[src/rtl/wlda_pkg.sv]
package wlda_pkg;

  typedef enum logic {
    DIE_IDLE = 1'b0,
    DIE_BUSY = 1'b1
  } die_state_e;

endpackage

[src/rtl/wlda_die_slot.sv]
module wlda_die_slot
  import wlda_pkg::*;
#(
  parameter int CNT_W = 16,
  parameter int LEN_W = 8
) (
  input  logic             clk,
  input  logic             rst_n,
  input  logic             bind_en,
  input  logic [LEN_W-1:0] bind_pages,
  input  logic             done_pulse,
  output logic             busy,
  output logic [CNT_W-1:0] wr_total
);

  localparam int SUM_W = ((CNT_W > LEN_W) ? CNT_W : LEN_W) + 1;
  localparam logic [SUM_W-1:0] CAP = {{(SUM_W-CNT_W){1'b0}}, {CNT_W{1'b1}}};

  die_state_e       state_q, state_d;
  logic [CNT_W-1:0] total_q, total_d;
  logic [SUM_W-1:0] sum;
  logic             state_en;
  logic             total_en;

  always_comb begin
    sum      = SUM_W'(total_q) + SUM_W'(bind_pages);
    state_d  = state_q;
    total_d  = total_q;
    state_en = bind_en | (done_pulse & (state_q == DIE_BUSY));
    total_en = bind_en;
    if (done_pulse && state_q == DIE_BUSY) state_d = DIE_IDLE;
    if (bind_en) begin
      state_d = DIE_BUSY;
      total_d = (sum > CAP) ? CAP[CNT_W-1:0] : sum[CNT_W-1:0];
    end
  end

  always_ff @(posedge clk or negedge rst_n) begin
    if (!rst_n) begin
      state_q <= DIE_IDLE;
      total_q <= '0;
    end else begin
      if (state_en) state_q <= state_d;
      if (total_en) total_q <= total_d;
    end
  end

  assign busy     = (state_q == DIE_BUSY);
  assign wr_total = total_q;

endmodule

[src/rtl/wlda_pick.sv]
module wlda_pick #(
  parameter int NUM_DIES = 8,
  parameter int CNT_W    = 16,
  parameter int IDX_W    = 3
) (
  input  logic [NUM_DIES-1:0]       busy_vec,
  input  logic [NUM_DIES*CNT_W-1:0] total_flat,
  output logic [IDX_W-1:0]          pick_idx
);

  localparam int KEY_W = CNT_W + 1;

  logic [KEY_W-1:0] best_key;
  logic [KEY_W-1:0] cand_key;
  logic [IDX_W-1:0] best_idx;

  // Busy sits above the total, so any idle die outranks every busy die.
  always_comb begin
    best_key = {busy_vec[0], total_flat[CNT_W-1:0]};
    best_idx = '0;
    cand_key = '0;
    for (int i = 1; i < NUM_DIES; i++) begin
      cand_key = {busy_vec[i], total_flat[i*CNT_W +: CNT_W]};
      if (cand_key < best_key) begin
        best_key = cand_key;
        best_idx = IDX_W'(i);
      end
    end
  end

  assign pick_idx = best_idx;

endmodule

[src/rtl/wl_die_alloc.sv]
module wl_die_alloc #(
  parameter int NUM_DIES = 8,
  parameter int CNT_W    = 16,
  parameter int LEN_W    = 8,
  parameter int IDX_W    = (NUM_DIES > 1) ? $clog2(NUM_DIES) : 1
) (
  input  logic                clk,
  input  logic                rst_n,
  input  logic                req_valid,
  output logic                req_ready,
  input  logic [LEN_W-1:0]    req_pages,
  output logic                grant_valid,
  output logic [IDX_W-1:0]    grant_die,
  input  logic [NUM_DIES-1:0] die_done
);

  logic                      ready_q;
  logic                      accept;
  logic [IDX_W-1:0]          pick_idx;
  logic [NUM_DIES-1:0]       busy_vec;
  logic [NUM_DIES*CNT_W-1:0] total_flat;
  logic                      gv_q, gv_d;
  logic [IDX_W-1:0]          gd_q;

  assign accept = req_valid & ready_q;

  wlda_pick #(
    .NUM_DIES(NUM_DIES),
    .CNT_W   (CNT_W),
    .IDX_W   (IDX_W)
  ) u_pick (
    .busy_vec  (busy_vec),
    .total_flat(total_flat),
    .pick_idx  (pick_idx)
  );

  for (genvar i = 0; i < NUM_DIES; i++) begin : g_slot
    logic bind_here;
    assign bind_here = accept && (pick_idx == IDX_W'(i));
    wlda_die_slot #(
      .CNT_W(CNT_W),
      .LEN_W(LEN_W)
    ) u_slot (
      .clk       (clk),
      .rst_n     (rst_n),
      .bind_en   (bind_here),
      .bind_pages(req_pages),
      .done_pulse(die_done[i]),
      .busy      (busy_vec[i]),
      .wr_total  (total_flat[i*CNT_W +: CNT_W])
    );
  end

  always_comb begin
    gv_d = accept;
  end

  always_ff @(posedge clk or negedge rst_n) begin
    if (!rst_n) begin
      ready_q <= 1'b0;
      gv_q    <= 1'b0;
      gd_q    <= '0;
    end else begin
      ready_q <= 1'b1;
      gv_q    <= gv_d;
      if (accept) gd_q <= pick_idx;
    end
  end

  assign req_ready   = ready_q;
  assign grant_valid = gv_q;
  assign grant_die   = gd_q;

endmodule

[config.mk]
export PLATFORM = sky130hd
export DESIGN_NAME = wl_die_alloc
export DESIGN_NICKNAME = d
export VERILOG_FILES = /design/src/rtl/wlda_pkg.sv /design/src/rtl/wlda_die_slot.sv /design/src/rtl/wlda_pick.sv /design/src/rtl/wl_die_alloc.sv
export SDC_FILE = /design/constraint.sdc
export NUM_CORES = 1
export LEC_CHECK = 0
export ABC_AREA = 1
export CAP_MARGIN = 10
export CORE_MARGIN = 2
export CORE_UTILIZATION = 55
export CTS_CLUSTER_DIAMETER = 150
export DETAILED_ROUTE_END_ITERATION = 12
export PLACE_DENSITY = 0.72
export SLEW_MARGIN = 20
export SYNTH_ARGS = -nofsm -noshare
export SYNTH_HDL_FRONTEND = slang
export SYNTH_SLANG_ARGS = --single-unit
[constraint.sdc]
create_clock -name clk -period 13.8 [get_ports clk]
set_input_delay 2.76 -clock clk [delete_from_list [all_inputs] [get_ports clk]]
set_output_delay 2.76 -clock clk [all_outputs]
set_load 0.02 [all_outputs]
# --- Yosys cells after proc, flatten, opt, wreduce, memory -nomap -nowiden ---
# Index checks and enable logic that the tools add are counted.
op_classes:
  addsub: 8
  n_mul: 0
  div_mod_pow: 0
  n_lt_le_gt_ge: 15
  n_eq_ne: 7
  shift: 0
  muxes: 37
  bitwise: 17
  reduce_logical: 33
ops:
  columns: ["cell", "n"]
  rows:
  - ["$add 16x8->17", 8]
  - ["$gt 17x16->1 const B", 8]
  - ["$mux 16", 8]
  - ["$lt 17x17->1", 7]
  - ["$mux 17", 6]
  - ["$mux 1", 17]
  - ["$logic_and 1x1->1", 16]
  - ["$reduce_and 2->1", 8]
  - ["$reduce_bool 2->1", 8]
  - ["$eq 3x3->1 const B", 4]
  - ["$mux 3", 4]
  - ["$and 1x1->1", 9]
  - ["$or 1x1->1", 8]
  - ["$eq 3x2->1 const B", 2]
  - ["$mux 2", 2]
  - ["$eq 3x1->1 const B", 1]
  - ["$logic_not 3->1", 1]
totals:
  reg_bits: 141
  latchBits: 0
  ram_bits: 0
  rom_bits: 0
  out_inout_bits: 5
  elab_cells: 136
  mem_count: 0

# --- Longest topological paths before layout ---
# Gate-level depths: netlist (run 1).
logic_depth:
  depth_word: 18
  depth_mapped: 87
  mapped_depth_nobuf: 79

# --- By module ---
# Synthesis (run 1) repeated with hierarchy kept, for this count alone.
unflattened:
  hier_cells: 2379
  area_unflattened_um2: 15558.7
by_module_without_submodules:
  columns: ["mod", "instances", "cells_each", "area_each_um2"]
  rows:
  - ["wlda_die_slot", 8, 205, 1402.6]
  - ["wlda_pick", 1, 706, 4097.7]
  - ["wl_die_alloc", 1, 33, 240.2]

# --- Worst setup path after synthesis (run 1) ---
# OpenSTA, ideal clock, no wires.
synth_path:
  path_kind: "register to register"
  startpoint: "register g_slot[0].u_slot.total_q[8]"
  endpoint: "register g_slot[6].u_slot.state_q"
  arrival_time_ns: 11.428
  slack_ns: 2.245
  path_stages_with_launch: 75
  synth_period_minus_slack_ns: 11.555
  path_cell_list: "dfrtp_1 -> inv_1 -> ha_1 -> nand2_1 -> nor2_1 -> nand3_1 -> nor2_2 -> nor2_4 -> nand2_4 -> clkbuf_1 -> nand2_1 -> o21ai_0 -> ha_1 -> a21oi_1 -> o21ai_0 -> nand3_1 -> a21oi_1 -> a211oi_1 -> [... 39 more ...] -> a221oi_1 -> nand2_4 -> clkbuf_1 -> nand2_1 -> o21ai_0 -> ha_1 -> a21oi_1 -> o21ai_0 -> a211oi_1 -> nor2_1 -> a211oi_1 -> nand2_8 -> buf_4 -> nand2_1 -> inv_1 -> nand2_1 -> buf_4 -> o21ai_0"
synth_between:
  elab_chain_len: 18
synth_lines:
  columns: ["element", "line_no", "text"]
  rows:
  - ["from (decl)", "wlda_die_slot.sv:20", "logic [CNT_W-1:0] total_q, total_d;"]
  - ["from (signal assigned)", "wlda_die_slot.sv:44", "if (total_en) total_q <= total_d;"]
  - ["$lt 17x17->1", "wlda_pick.sv:24", "if (cand_key < best_key) begin"]
  - ["$mux 17", "wlda_pick.sv:24", null]
  - ["$lt 17x17->1", "wlda_pick.sv:24", null]
  - ["$mux 17", "wlda_pick.sv:24", null]
  - ["$lt 17x17->1", "wlda_pick.sv:24", null]
  - ["$mux 17", "wlda_pick.sv:24", null]
  - ["$lt 17x17->1", "wlda_pick.sv:24", null]
  - ["$mux 17", "wlda_pick.sv:24", null]
  - ["[... 2 more ...]", null, null]
  - ["$lt 17x17->1", "wlda_pick.sv:24", null]
  - ["$mux 17", "wlda_pick.sv:24", null]
  - ["$lt 17x17->1", "wlda_pick.sv:24", null]
  - ["$mux 3 (*)", "wlda_pick.sv:24", null]
  - ["$eq 3x3->1 (*)", "wl_die_alloc.sv:39", "assign bind_here = accept && (pick_idx == IDX_W'(i));"]
  - ["$logic_and 1x1->1 (*)", "wl_die_alloc.sv:39", null]
  - ["$reduce_bool 2->1 (no line) or $or 1x1->1 (tied branches)", null, null]
  - ["$reduce_and 2->1 (no line)", null, null]
  - ["to (signal assigned)", "wlda_die_slot.sv:43", "if (state_en) state_q <= state_d;"]
  - ["to (decl)", "wlda_die_slot.sv:19", "die_state_e state_q, state_d;"]
# Mark *: on every way between the ends. The rest lies on a longest branch, timed or not.
# A chain may end at the register's enable or synchronous reset.

# --- Final worst setup path (run 1) ---
layout_path:
  startpoint: "register g_slot[0].u_slot.total_q[8]"
  endpoint: "register g_slot[4].u_slot.total_q[6]"
layout_between:
  elab_chain_len: 16
layout_lines:
  columns: ["element", "line_no"]
  rows:
  - ["$lt 17x17->1", "wlda_pick.sv:24"]
  - ["$mux 17", "wlda_pick.sv:24"]
  - ["$lt 17x17->1", "wlda_pick.sv:24"]
  - ["$mux 17", "wlda_pick.sv:24"]
  - ["$lt 17x17->1", "wlda_pick.sv:24"]
  - ["$mux 17", "wlda_pick.sv:24"]
  - ["$lt 17x17->1", "wlda_pick.sv:24"]
  - ["$mux 17", "wlda_pick.sv:24"]
  - ["$lt 17x17->1", "wlda_pick.sv:24"]
  - ["$mux 17", "wlda_pick.sv:24"]
  - ["$lt 17x17->1", "wlda_pick.sv:24"]
  - ["$mux 17", "wlda_pick.sv:24"]
  - ["$lt 17x17->1", "wlda_pick.sv:24"]
  - ["$mux 3 (*)", "wlda_pick.sv:24"]
  - ["$eq 3x3->1 (*)", "wl_die_alloc.sv:39"]
  - ["$logic_and 1x1->1 (*)", "wl_die_alloc.sv:39"]
  - ["to (signal assigned)", "wlda_die_slot.sv:44"]
  - ["to (decl)", "wlda_die_slot.sv:20"]
# Marked as above.

==> results of run 1 <==
[cells by family after synthesis]
group           count (synthesis)  synth area share [%]
simple gates                  941                  29.4
xor+xnor                       43                  2.76
buf+inv                       295                  8.74
flops                         141                  25.9
fa+ha+maj                     180                  16.9
other cells                     1                0.0275
compound gates                403                  16.3
[timing repair]
action	4_1_cts	5_1_grt
setup endpoints to repair	115	139
cloned	1	3
pin swaps	1	10
buffers inserted	0	9
gates resized for setup	2	42
[layout make-up]
cell class / count / area (sq um) / share of cell area [%]
clock buffer: 18 / 429 / 2.88
clock inverter: 14 / 160 / 1.07
inverter: 246 / 927 / 6.21
multi-input combinational: 1572 / 9060 / 60.7
sequential: 141 / 3530 / 23.6
tap: 324 / 405 / 2.72
timing repair buffer: 39 / 414 / 2.77
[cells in the final DEF, fill, tap and decap left out, types with 9 or more instances in the layout]
master             n
nand3_1           88
nor4_1            10
xor2_1            33
o21ai_1           32
buf_4             11
nor2_4            11
nor3_1            21
a211oi_1           9
nor2_1           110
a21oi_1          115
xnor2_1           10
ha_1             172
nand4_1           21
o21ai_0          173
dfrtp_1          141
inv_1            241
clkbuf_16         17
o21bai_1          46
nand2_1          643
clkdlybuf4s50_1   22
[critical path: cells and delay by family, from the launching register on]
kind,cells,cell delay (ps)
AOI/OAI and AO/OA,22,5450
and+or+nand+nor,28,3520
adders and majority gates,7,2150
buffers and inverters,7,1090
DFF,1,400
[per-layer routing]
metal | GRT usage (%) | vias to the layer above | part of all wire (%)
met5 | 0 | - | 0
met4 | 11.6 | 0 | 3.8
met3 | 4.06 | 93 | 5.1
met2 | 50.1 | 352 | 48
met1 | 37.9 | 6076 | 44
li1 | - | 6614 | -
[stage by stage]
stage               std cells  instance area (sq um)
detailed placement       2309                  14100
global route             2354                  14900
CTS                      2342                  14700
global placement         2309                  14100
finish                   2354                  14900
floorplan                2004                  13600
[worst min path at each step]
| stage | from | to | slack (ps) | depth (start not counted) |
|---|---|---|---|---|
| 6_report | g_slot[0].u_slot.wr_total[14] | g_slot[0].u_slot.wr_total[14] | 480 | 2 |
| 4_1_cts | g_slot[0].u_slot.wr_total[14] | g_slot[0].u_slot.wr_total[14] | 480 | 2 |
| 3_5_place_dp | g_slot[0].u_slot.wr_total[14] | g_slot[0].u_slot.wr_total[14] | 460 | 2 |
| 3_3_place_gp | g_slot[0].u_slot.wr_total[14] | g_slot[0].u_slot.wr_total[14] | 460 | 2 |
| 2_1_floorplan | g_slot[0].u_slot.wr_total[14] | g_slot[0].u_slot.wr_total[14] | 440 | 2 |
| 5_1_grt | g_slot[0].u_slot.wr_total[14] | g_slot[0].u_slot.wr_total[14] | 510 | 2 |
[state kept, by name (all words and copies together) (netlist names)]
name and count:
g_slot.u_slot.wr_total 128, g_slot.u_slot.busy 8, grant_die 3, grant_valid 1, req_ready 1
==> impl_metrics.csv, run 1 <==
group,metric,value,unit
status,status,"completed",
route,postRouteAntennaNets,0,
setup_path,start_kind,"register",
setup_path,reg2reg_from,"g_slot[0].u_slot.wr_total[8]",
logic_synthesis,yosys_warnings,0,
logic_synthesis,syn_area,13600,sq um
global_routing,grt_overflow,0,
setup_path,crit_end,"g_slot[4].u_slot.wr_total[6]",
logic_synthesis,yosysMostFrequentCell,"nand2_1",
logic_synthesis,yosysUniqueCellTypes,45,
clock_tree,root_buffer,"clkbuf_16",
die,die_w,162,microns
logic_synthesis,ys_ff_latch,141,
setup_path,crit_path_frequent_cell,"nand2_1",
global_routing,antenna_found_initial,0,
clock_tree,cts_tree,"built",
sta,worstMarginPinSlew,994,ps
clock_tree,cts_buffers,17,
setup_path,worstSetupPathType,"reg2reg",
finish,nets,2216,
finish,layout-drive-gt1-share,5.37,%
placed_design,portBuffers,23,
setup_path,crit_arrival,13160,ps
sta,finalHoldViolCount,0,
finish,num_antenna_cells,0,
sta,finalCriticalPeriod,12780,ps
setup_path,cp_slowest_cell,"o21ai_0",
sta,setup_tns,0,ps
logic_synthesis,synth_ff_type,"dfrtp_1",
setup_path,reg2reg_to,"g_slot[4].u_slot.wr_total[6]",
logic_synthesis,syn_avg_cell_area,6.81,sq um
route,vias,13135,
die,num_io_pins,24,
setup_path,r2r.worst_path.cells,64,
logic_synthesis,synth_top_area_share,25.9,%
setup_path,critPathRequiredTime,14180,ps
setup_path,cp-end-kind,"register",
logic_synthesis,synthTopCellsByCount,"nand2_1 (644), inv_1 (242), o21ai_0 (198)",
logic_synthesis,synthArstFlopShare,100,%
die,fp.dieH,162,microns
global_routing,grt_pass1_vias,12437,
route,dr.pass1.iters,5,
global_routing,grt_max_degree,78,
global_routing,grt_pass1_wl,61700,microns
global_routing,grt_use_total,29.4,%
route,wl_per_cell,15.9,microns
logic_synthesis,synthCells,2004,
sta,setup_viol,0,
setup_path,cp_max_fo,37,
sta,fmax,78.3,MHz
min_path,hp-class,"reg2reg",
route,vias_per_cell,5.58,
sta,setup_ws,1020,ps
clock_tree,cts_buffer_depth,2,
route,drtIter0Drc,997,
sta,slew_violations,0,
sta,grt_setup_unrepaired,"no",
setup_path,rrSetupSlack,1020,ps
placed_design,post-place-ws,-130,ps
logic_synthesis,synth-edff-count,0,
placed_design,gp_congestion,0.943,
clock_tree,cts_max_level,4,
logic_synthesis,ys_top_cells_by_area,"dfrtp_1 (26%), nand2_1 (18%), ha_1 (16%)",
run,maxCapViolations,0,
route,drc_errors,0,
setup_path,cp-startpoint,"g_slot[0].u_slot.wr_total[8]",
sta,timing.hold.ws,481,ps
clock_tree,insertion_delay,440,ps
die,core,24300,sq um
clock_tree,holdBufCountCts,0,
die,start_util,56.1,%
sta,finClkSkew,12.6,ps
sta,timing.final.crit_share,92.6,%
finish,syn2layout_area_growth,9.35,%
finish,final_util,61.4,%
logic_synthesis,yosysTopAreaCell,"dfrtp_1",
sta,slew_headroom,33.6,%
logic_synthesis,synth_nets,2203,
die,die-area,26100,sq um
logic_synthesis,ys_seq_area_share,25.9,%
setup_path,slowest_delay,570,ps
clock_tree,clkSinkCount,141,
route,drt-total-wl,37500,microns
finish,fillers,2238,
die,rows,57,
placed_design,hpwl,27000,microns
clock_tree,cts.clk_slew.worst_paths,70,ps
Power of run 1 is not shown: default switching activity piles up to over one toggle a cycle in this logic, so the estimate is an artifact.
==> inputs of run 2 (changes only) <==
--- a/config.mk
+++ b/config.mk
@@ -11,7 +11,7 @@
 export CORE_UTILIZATION = 55
 export CTS_CLUSTER_DIAMETER = 150
 export DETAILED_ROUTE_END_ITERATION = 12
-export PLACE_DENSITY = 0.72
+export PLACE_DENSITY = 0.84
 export SLEW_MARGIN = 20
 export SYNTH_ARGS = -nofsm -noshare
 export SYNTH_HDL_FRONTEND = slang
==> run 2 against run 1 <==
Wire length is 0.94% higher. Clock skew is 0.92 ps higher. Core utilization is 0.057 points lower. Sequential cell count stayed put. Via count is 2.8% higher. Sequential share of layout area hardly changed. Global-route usage is 0.26 points lower. Final area hardly changed. Worst hold slack worse by 2.8 ps.
==> impl_metrics.csv, run 2 (synthesis gave the netlist of run 1 again) <==
group,metric,value,unit
clock_tree,holdBufCountCts,0,
finish,num_antenna_cells,0,
finish,largest_reg_flops,128,
route,drc_errors,0,
finish,nets,2210,
finish,mostFrequentLayoutCells,"nand2_1 (644), inv_1 (241), o21ai_0 (184), ha_1 (172), dfrtp_1 (141)",
route,vias_per_cell,5.75,
setup_path,start_kind,"register",
sta,finalCriticalPeriod,12980,ps
placed_design,gp_congestion,1.05,
setup_path,critPathRequiredTime,14180,ps
min_path,hp-class,"reg2reg",
sta,setup_viol,0,
die,fp.dieH,162,microns
clock_tree,cts_buffer_depth,2,
route,postRouteAntennaNets,0,
finish,mostFrequentLayoutCell,"nand2_1",
sta,worstMarginPinSlew,912,ps
setup_path,crit_arrival,13360,ps
setup_path,r2r.worst_path.cells,68,
min_path,min_from,"g_slot[0].u_slot.wr_total[14]",
sta,grt_setup_unrepaired,"no",
global_routing,grt_pass1_vias,12763,
finish,final_util,61.3,%
setup_path,cp-startpoint,"g_slot[0].u_slot.wr_total[3]",
sta,finClkSkew,13.5,ps
status,status,"completed",
clock_tree,cts.clk_slew.worst_paths,60,ps
route,vias,13503,
die,start_util,56.1,%
placed_design,hpwl,27100,microns
setup_path,crit_path_frequent_cell,"nand2_1",
clock_tree,cts_tree,"built",
clock_tree,cts_max_level,4,
route,drtIter0Drc,1331,
run,maxCapViolations,0,
global_routing,antenna_found_initial,0,
die,num_io_pins,24,
global_routing,grt_use_total,29.2,%
setup_path,worstSetupPathType,"reg2reg",
die,die_w,162,microns
clock_tree,insertion_delay,450,ps
setup_path,cp_max_fo,37,
finish,fillers,2076,
setup_path,rrSetupSlack,820,ps
sta,slew_violations,0,
clock_tree,clkSinkCount,141,
global_routing,grt_max_degree,76,
clock_tree,root_buffer,"clkbuf_16",
clock_tree,cts_buffers,17,
sta,timing.final.crit_share,94.1,%
setup_path,cp_slowest_cell,"o21ai_0",
route,dr.pass1.iters,7,
setup_path,reg2reg_from,"g_slot[0].u_slot.wr_total[3]",
route,wl_per_cell,16.1,microns
finish,syn2layout_area_growth,9.25,%
setup_path,slowest_delay,490,ps
die,core,24300,sq um
global_routing,grt_pass1_wl,61700,microns
route,drt-total-wl,37800,microns
die,die-area,26100,sq um
global_routing,grt_overflow,0,
setup_path,crit_end,"g_slot[4].u_slot.wr_total[14]",
setup_path,cp-end-kind,"register",
sta,fmax,77.0,MHz
die,rows,57,
setup_path,reg2reg_to,"g_slot[4].u_slot.wr_total[14]",
placed_design,portBuffers,23,
finish,layout-drive-gt1-share,5.04,%
sta,slew_headroom,39.2,%
sta,finalHoldViolCount,0,
==> run 2: changes by cell type in the layout (fill, tap and decap cells not counted), sizes merged <==
cell and delta:
buf -5, nor2 -1, clkinvlp -3, nand2 -1, bufinv +3, clkbuf +4
clkinv +1, nand3 +1, inv -5
==> run 2: worst min-delay path by stage <==
stage | endpoint | slack [ps] | depth (start not counted)
finish | g_slot[0].u_slot.wr_total[14] | 480 | 2
global route | g_slot[0].u_slot.wr_total[14] | 530 | 2
CTS | g_slot[0].u_slot.wr_total[14] | 490 | 2
detailed placement | g_slot[0].u_slot.wr_total[14] | 470 | 2
global placement | g_slot[0].u_slot.wr_total[14] | 460 | 2
floorplan | g_slot[0].u_slot.wr_total[14] | 440 | 2
==> run 2: what timing repair did <==
| action | CTS | global route |
|---|---|---|
| setup buffers | 0 | 5 |
| gates cloned | 1 | 2 |
| endpoints found under the setup margin | 136 | 139 |
| gates resized for setup | 6 | 26 |
| pin swaps | 1 | 4 |
==> run 2: critical path: cells and delay by family (launching register included) <==
family                   cells  cell delay, ps
AO/OA/AOI/OAI               18            4630
AND/OR/NAND/NOR             34            4710
adder cells (fa/ha/maj)      7            2000
buffers and inverters        9            1100
flip-flops                   1             430
==> run 2: routing by layer <==
| metal | global-route usage, % | share of wire (%) |
|---|---|---|
| met1 | 36.2 | 42 |
| met2 | 49.3 | 47 |
| met3 | 5.08 | 6.6 |
| met4 | 13.8 | 4.7 |
| met5 | 0 | 0 |
==> run 2: layout make-up <==
type                            instances  area [sq um]  area share [%]
Clock inverter                         10           186            1.25
Timing Repair Buffer                   34           343            2.30
Multi-Input combinational cell       1571          9060            60.7
Tap cell                              324           405            2.72
Sequential cell                       141          3530            23.7
Clock buffer                           22           464            3.11
Inverter                              246           927            6.22
==> run 2: through the flow <==
stage	instance area [sq um]	setup TNS [ps]	std cells	worst slack, ps	hold slack [ps]
floorplan	13600	0	2004	2250	442
global placement	14100	0	2308	142	456
detailed placement	14100	-30080	2308	-435	471
CTS	14700	0	2341	180	487
global route	14900	0	2348	26.6	531
finish	14900	0	2348	821	478
Power of run 2 is left out for the same reason.
